### src/rtl/bankw_pkg.sv
package bankw_pkg;
   localparam int NBANK = 2;
   typedef logic bank_idx_t;
endpackage

### src/rtl/bankw_bank.sv
module bankw_bank #(
   parameter int DEPTH = 8,
   parameter int CNT_W = 4
) (
   input  logic             clk,
   input  logic             rst,
   input  logic             wr_i,
   input  logic             close_i,
   input  logic             ack_i,
   output logic [CNT_W-1:0] count_o,
   output logic             full_o,
   output logic             last_o
);
   assign last_o = (count_o == CNT_W'(DEPTH - 1));

   always_ff @(posedge clk) begin
      if (rst) begin
         count_o <= '0;
         full_o  <= 1'b0;
      end else if (ack_i && full_o) begin
         count_o <= '0;
         full_o  <= 1'b0;
      end else begin
         if (wr_i)
            count_o <= count_o + 1'b1;
         if ((wr_i && last_o) || close_i)
            full_o <= 1'b1;
      end
   end

   p_ack_empties_r4: assert property (@(posedge clk) disable iff (rst)
      (ack_i && full_o) |=> (!full_o && count_o == '0));
   p_full_holds_r4: assert property (@(posedge clk) disable iff (rst)
      (full_o && !ack_i) |=> full_o);
   p_no_write_full_r6: assert property (@(posedge clk) disable iff (rst)
      full_o |-> !wr_i);
   p_count_cap_r2: assert property (@(posedge clk) disable iff (rst)
      count_o <= CNT_W'(DEPTH));
   p_ack_idle_r5: assert property (@(posedge clk) disable iff (rst)
      (ack_i && !full_o && !wr_i && !close_i) |=> $stable(count_o) && !full_o);
endmodule

### src/rtl/bankw_flow.sv
module bankw_flow (
   input  logic clk,
   input  logic rst,
   input  logic switch_i,
   input  logic forced_i,
   output logic act_o,
   output logic ovf_o
);
   always_ff @(posedge clk) begin
      if (rst) begin
         act_o <= 1'b0;
         ovf_o <= 1'b0;
      end else begin
         if (switch_i)
            act_o <= ~act_o;
         if (forced_i)
            ovf_o <= 1'b1;
      end
   end

   p_switch_flips_r3: assert property (@(posedge clk) disable iff (rst)
      switch_i |=> (act_o != $past(act_o)));
   p_hold_no_switch_r9: assert property (@(posedge clk) disable iff (rst)
      !switch_i |=> $stable(act_o));
   p_ovf_sticky_r7: assert property (@(posedge clk) disable iff (rst)
      ovf_o |=> ovf_o);
endmodule

### src/rtl/bankw_writer.sv
module bankw_writer
   import bankw_pkg::*;
#(
   parameter int DEPTH  = 349525,
   parameter int DATA_W = 24,
   localparam int ADDR_W = $clog2(DEPTH),
   localparam int CNT_W  = $clog2(DEPTH + 1)
) (
   input  logic                 clk,
   input  logic                 rst,
   input  logic                 in_valid,
   input  logic [DATA_W-1:0]    in_data,
   output logic                 in_ready,
   input  logic                 spill_end,
   input  logic [1:0]           host_ack,
   output logic                 mem_we,
   output logic                 mem_bank,
   output logic [ADDR_W-1:0]    mem_addr,
   output logic [DATA_W-1:0]    mem_wdata,
   output logic [1:0]           bank_full,
   output logic [2*CNT_W-1:0]   bank_words,
   output logic                 active_bank,
   output logic                 overflow
);
   if (DEPTH < 2) begin : g_bad_depth
      $error("bankw_writer: DEPTH must be at least 2");
   end
   if (DATA_W < 1) begin : g_bad_width
      $error("bankw_writer: DATA_W must be at least 1");
   end

   bank_idx_t        act;
   logic             fire;
   logic             switch_now;
   logic [NBANK-1:0] wr_v, close_v, last_v, full_v;
   logic [CNT_W-1:0] cnt [NBANK];

   assign in_ready = !full_v[act];
   assign fire     = in_valid && in_ready;

   for (genvar i = 0; i < NBANK; i++) begin : g_bank
      assign wr_v[i]    = fire && (act == bank_idx_t'(i));
      assign close_v[i] = spill_end && (act == bank_idx_t'(i)) && !full_v[i]
                          && ((cnt[i] != '0) || wr_v[i]);

      bankw_bank #(.DEPTH(DEPTH), .CNT_W(CNT_W)) u_bank (
         .clk     (clk),
         .rst     (rst),
         .wr_i    (wr_v[i]),
         .close_i (close_v[i]),
         .ack_i   (host_ack[i]),
         .count_o (cnt[i]),
         .full_o  (full_v[i]),
         .last_o  (last_v[i])
      );

      assign bank_words[i*CNT_W +: CNT_W] = cnt[i];
   end

   assign switch_now = |((wr_v & last_v) | close_v);

   bankw_flow u_flow (
      .clk      (clk),
      .rst      (rst),
      .switch_i (switch_now),
      .forced_i (in_valid && !in_ready),
      .act_o    (act),
      .ovf_o    (overflow)
   );

   assign mem_we      = fire;
   assign mem_bank    = act;
   assign mem_addr    = cnt[act][ADDR_W-1:0];
   assign mem_wdata   = in_data;
   assign bank_full   = full_v;
   assign active_bank = act;

   p_stall_both_full_r6: assert property (@(posedge clk) disable iff (rst)
      !in_ready |-> (bank_full == 2'b11));
   p_we_needs_valid_r2: assert property (@(posedge clk) disable iff (rst)
      mem_we |-> (in_valid && in_ready));
   p_spill_closes_r8: assert property (@(posedge clk) disable iff (rst)
      (spill_end && !bank_full[active_bank] && (fire || cnt[active_bank] != '0))
      |=> bank_full[$past(active_bank)]);
   p_spill_empty_r9: assert property (@(posedge clk) disable iff (rst)
      (spill_end && !fire && cnt[active_bank] == '0 && !bank_full[active_bank]
       && host_ack == 2'b00) |=> $stable(active_bank) && $stable(bank_full));
endmodule

### config.mk
export PLATFORM = sky130hd
export DESIGN_NAME = bankw_writer
export DESIGN_NICKNAME = d
export VERILOG_FILES = /design/src/rtl/bankw_pkg.sv /design/src/rtl/bankw_bank.sv /design/src/rtl/bankw_flow.sv /design/src/rtl/bankw_writer.sv
export SDC_FILE = /design/constraint.sdc
export NUM_CORES = 1
export LEC_CHECK = 0
export BUFFER_PORTS_ARGS = -buffer_cell sky130_fd_sc_hd__buf_2
export CELL_PAD_IN_SITES_DETAIL_PLACEMENT = 0
export CELL_PAD_IN_SITES_GLOBAL_PLACEMENT = 1
export CORE_AREA = 4 4 97 99
export CTS_CLUSTER_DIAMETER = 50
export DETAILED_ROUTE_END_ITERATION = 7
export DIE_AREA = 0 0 101 103
export PLACE_DENSITY_LB_ADDON = 0.1
export SETUP_SLACK_MARGIN = 0.05
export SLEW_MARGIN = 20
export SYNTH_ARGS = -nofsm -noshare
export SYNTH_HDL_FRONTEND = slang
export SYNTH_SLANG_ARGS = --single-unit
### constraint.sdc
create_clock -name clk -period 1.6 [get_ports clk]
set_clock_uncertainty 0.05 [all_clocks]
set_input_delay 0.24 -clock clk [delete_from_list [all_inputs] [get_ports clk]]
set_output_delay 0.24 -clock clk [all_outputs]
set_load 0.02 [all_outputs]
* After elaboration in Yosys (flattened, before gate mapping)
Cells that the tools add are included. W data, S select, Z words.
Word-level totals: bits of input ports 30, bits in registers 42, output and inout port bits 88, logic and storage cells 47
Operators by class: bitwise gates (word level) 4, add/sub/neg operators 2, multiplexer cells 5, reductions and logical operators 26, magnitude comparators 2, equality and inequality tests 2
Operators by type and width (count):
- $mux W19 | 3
- $add A19 B1 Y19 const B | 2
- $eq A19 B19 Y1 const B | 2
- $reduce_bool A19 Y1 | 2
- $logic_and A1 B1 Y1 | 14
- $reduce_or A2 Y1 | 3
- $logic_or A1 B1 Y1 | 4
- $logic_not A1 Y1 | 3
- $and A2 B2 Y2 | 1
- $ge A2 B2 Y1 const B | 1
- $lt A1 B2 Y1 const B | 1
- $mux W1 | 2
- $not A1 Y2 | 1
- $or A2 B2 Y2 | 1
- $not A1 Y1 | 1

* Longest topological paths before layout
depth in word-level cells 9, depth in mapped cells 7, gate-level depth less buffers 6

* By module
From an unflattened synthesis, not the netlist that was laid out.
Unflattened totals: cells, all modules 291, area, all modules 2562.5 um2
By module, submodules not included:
- bankw_bank | times used 2, seq. area each 400.4 um2, area each 964.7 um2, cells an instance 107
- bankw_writer | times used 1, seq. area each 0.0 um2, area each 573.0 um2, cells an instance 71
- bankw_flow | times used 1, seq. area each 40.0 um2, area each 60.1 um2, cells an instance 6

* Worst setup path before layout
No wires, ideal clock.
path type reg2out, start register u_flow.act_o, end output mem_we, arrival 1496 ps, path buffers 1, path slack -186 ps, required time 1310 ps, stages on the path, launching flop included 4, cells stage by stage dfxtp_1 -> buf_2 -> mux2i_1 -> and2_2
On the way: cells in the longest elaborated chain, start to end 4
RTL lines:
- from (decl) | line bankw_flow.sv:6 | output logic act_o,
- from (signal assigned) | line bankw_flow.sv:15 | act_o <= ~act_o;
- $mux W1 (implied by the code) (2 in series) | line bankw_writer.sv:38 | assign in_ready = !full_v[act];
- $logic_not A1 Y1 | line bankw_writer.sv:38
- via in_ready | line bankw_writer.sv:13 | output logic in_ready,
- $logic_and A1 B1 Y1 | line bankw_writer.sv:39 | assign fire = in_valid && in_ready;
- to (decl) | line bankw_writer.sv:16 | output logic mem_we,
The timed path passes the listed nets, and every way through them passes these cells. The select of a mux whose other input is x is not followed.

* Final worst setup path
start register u_flow.act_o, end output mem_we
On the way: cells in the longest elaborated chain, start to end 4
RTL lines (line):
- $mux W1 (implied by the code) (2 in series) | bankw_writer.sv:38
- $logic_not A1 Y1 | bankw_writer.sv:38
- $logic_and A1 B1 Y1 | bankw_writer.sv:39
No other way between the ends. The select of a mux whose other input is x is not followed.

==> impl_metrics.yaml <==
synthesis:
  synth_edf_count: 0
  yosysTopAreaCellShare: 0.345
  ys.warnings.count: 0
  syn-mean-instance-area_um2: 8.46
  yosys.area.top_type: "dfxtp_1"
  ys_seq_elements: 42
  synth_seq_area_share: 0.345
  synthCells: 288
  synth_cell_types: 39
  netlist_top_cells_area: "dfxtp_1 34%, xor2_1 9.0%, buf_4 8.3%, nor2_1 7.7%, mux2_2 7.4%"
  synth-main-ff-cell: "dfxtp_1"
  syn_area_um2: 2440
  netlist_top_cells_count: "50 x nor2_1, 42 x dfxtp_1, 27 x buf_4"
  synth_nets: 322
  yosysMostFrequentCell: "nor2_1"
  async_flop_share: 0
clock_network:
  clock-sinks: 42
  cts_root_buf: "clkbuf_8"
  tritoncts: "built"
  ctsHoldBuffers: 0
  clk_pin_slew_ns: 0.08
  cts_buffer_depth: 2
  clkLatencyLatePin_ns: 0.29
  htreeDepth: 2
  cts_made_buffers: 5
route:
  avgRoutedWirePerCell_um: 16.7
  first_pass_iters: 4
  antenna_left: 0
  vias: 2333
  drt_first_iter_violations: 52
  drc_errors: 0
  wirelength_um: 8390
  via_per_inst: 4.65
cells_and_area:
  antennaDiodeCount: 0
  seqCellArea_um2: 872
  utilization: 0.443
  fillers: 898
  multiInputGateArea_um2: 1590
  layout-drive-gt1-share: 0.541
  nNetsFinal: 428
  syn_to_final_growth_pct: 55.3
  final_design_area_no_fill_um2: 3790
sta:
  relSlewSlack: 0.764
  tightest_slew_ns: 0.352
  rsz0062_at_grt: "yes"
  setup_viol: 23
  finalSetupTns_ns: -0.638
  min_period_ns: 1.68
  timing.final.crit_share: 1.05
  slew_violations: 0
  hold_viol_final: 0
  max_freq_mhz: 595
  fin_ws_ns: -0.0806
power:
  clkPwrFrac: 0.254
  netSwitchingFraction: 0.311
  cellPowerDensity_nw_per_um2: 699
  power_mw: 2.65
  intPower_mw: 1.82
  ir_drop_uv: 301
  cellLeakagePower_nw: 1.77
  p_seq_frac: 0.431
  power.switching_uw: 822
  p_comb_frac: 0.315
global_routing:
  antenna_found_initial: 0
  grt_pass1_vias: 2430
  grt_pass1_wl_um: 13400
  overflow: 0
  grt_usage: 0.166
  grt_max_degree: 21
setup_path:
  crit_buf_inv: 2
  critical_path_required_ns: 1.31
  slowest_stage: "dfxtp_4"
  critical_path_class: "flip-flop to output port"
  cpLargestDelayFamily: "flip-flops"
  setup.worst_path.start_class: "flip-flop"
  worst-path-max-fanout: 7
  slowest_delay_ns: 0.43
  cp_data_arrival_time_ns: 1.39
  cp-end-kind: "output port"
  worstPathCellList: "buf_8, mux2i_4, and2_4, buf_6"
place:
  port_buffers: 69
  pre_cts_ws_ns: -0.124
  place_area_um2: 3100
  dp_hpwl_um: 6070
  routabilityCongestion: 0.775
floorplanning:
  fp.coreArea_um2: 8550
  io_pins: 118
  die_x_um: 101
  die_h_um: 103
  initial_core_util: 0.285
  die-area_um2: 10400
  row_count: 34
min_path:
  min_path_type: "primary input to flip-flop"
run:
  drv_cap: 0
status:
  status: "finished, violations left"
  failed_checks: "negative setup slack"
cell families (layout without fill, tap and decap cells):
kind of cell    Yosys count  in the layout  synth area share
fa+ha+maj                 4              4            0.0205
compound gates           14             14            0.0380
flops                    42             42             0.345
simple gates            129            129             0.272
xor+xnor                 36             36             0.129
mux                      17             17            0.0780
buf+inv                  46            152             0.117
per-layer routing:
layer  track usage  wire, µm
met1         0.236      4090
met5             0         0
met4        0.0399       112
met2         0.257      3700
met3        0.0359       479
path summary, 6_finish.rpt:
kind	start	end	slack, ns	cells past startpoint
max	u_flow.act_o$_SDFFE_PP0P_	mem_we	-0.08	4
min	rst	u_flow.act_o$_SDFFE_PP0P_	0.10	2
max reg2reg	u_flow.act_o$_SDFFE_PP0P_	g_bank[0].u_bank.count_o[13]$_SDFFE_PP0P_	-0.05	6
min reg2reg	u_flow.ovf_o$_SDFFE_PP0P_	u_flow.ovf_o$_SDFFE_PP0P_	0.43	2
area by class of cell:
type,instances,share of cell area
timing repair buffer,138,0.287
inverter,7,0.00694
sequential,42,0.230
clock buffer,7,0.0202
tap,108,0.0357
multi-input combinational,200,0.420
power groups by stage:
stage / logic (mW) / clock network, mW / registers [mW]
CTS: 0.779 / 0.705 / 1.14
finish: 0.833 / 0.673 / 1.14
floorplan: 0.420 / 0 / 1.17
global route: 0.897 / 0.732 / 1.15
detailed placement: 0.524 / 0 / 1.15
global placement: 0.523 / 0 / 1.15
state kept, by name (all words and copies together), names as in the netlist:
signal and flops:
u_flow.act_o 1, g_bank.u_bank.count_o 38, u_flow.ovf_o 1, g_bank.u_bank.full_o 2
cell usage in the layout (no fill, tap or decap), drive strengths merged:
cell type  count
and2           4
a211oi         1
a21oi          4
xor2          25
or2            1
o211ai         1
and4b          1
dfxtp         42
nand4bb        1
o21ba          1
a21o           2
clkbuf         7
xnor2         11
and3           3
o21ai          3
o2111ai        1
mux2          16
and4           5
inv            7
nand3         10
nand4         12
nand2         24
nand4b         2
ha             4
mux2i          1
nor3           6
buf          138
nor4           9
o41ai          1
nor2          50
or3b           1
repair_timing:
| item | CTS | global route |
|---|---|---|
| setup endpoints to repair | 33 | 53 |
| pin swaps | 14 | 23 |
| setup buffers | 11 | 5 |
| resized for setup | 86 | 36 |
| endpoints found under the hold margin | 0 | 0 |
| gates cloned | 2 | 0 |
metrics by stage:
| step | hold WS (ns) | std cells |
|---|---|---|
| after floorplan | 0.253 | 288 |
| after global routing | 0.117 | 502 |
| after detailed placement | 0.410 | 478 |
| after global placement | 0.411 | 478 |
| after CTS | 0.0993 | 498 |
| final | 0.103 | 502 |
No activity file was read; power rests on OpenSTA's default activity.
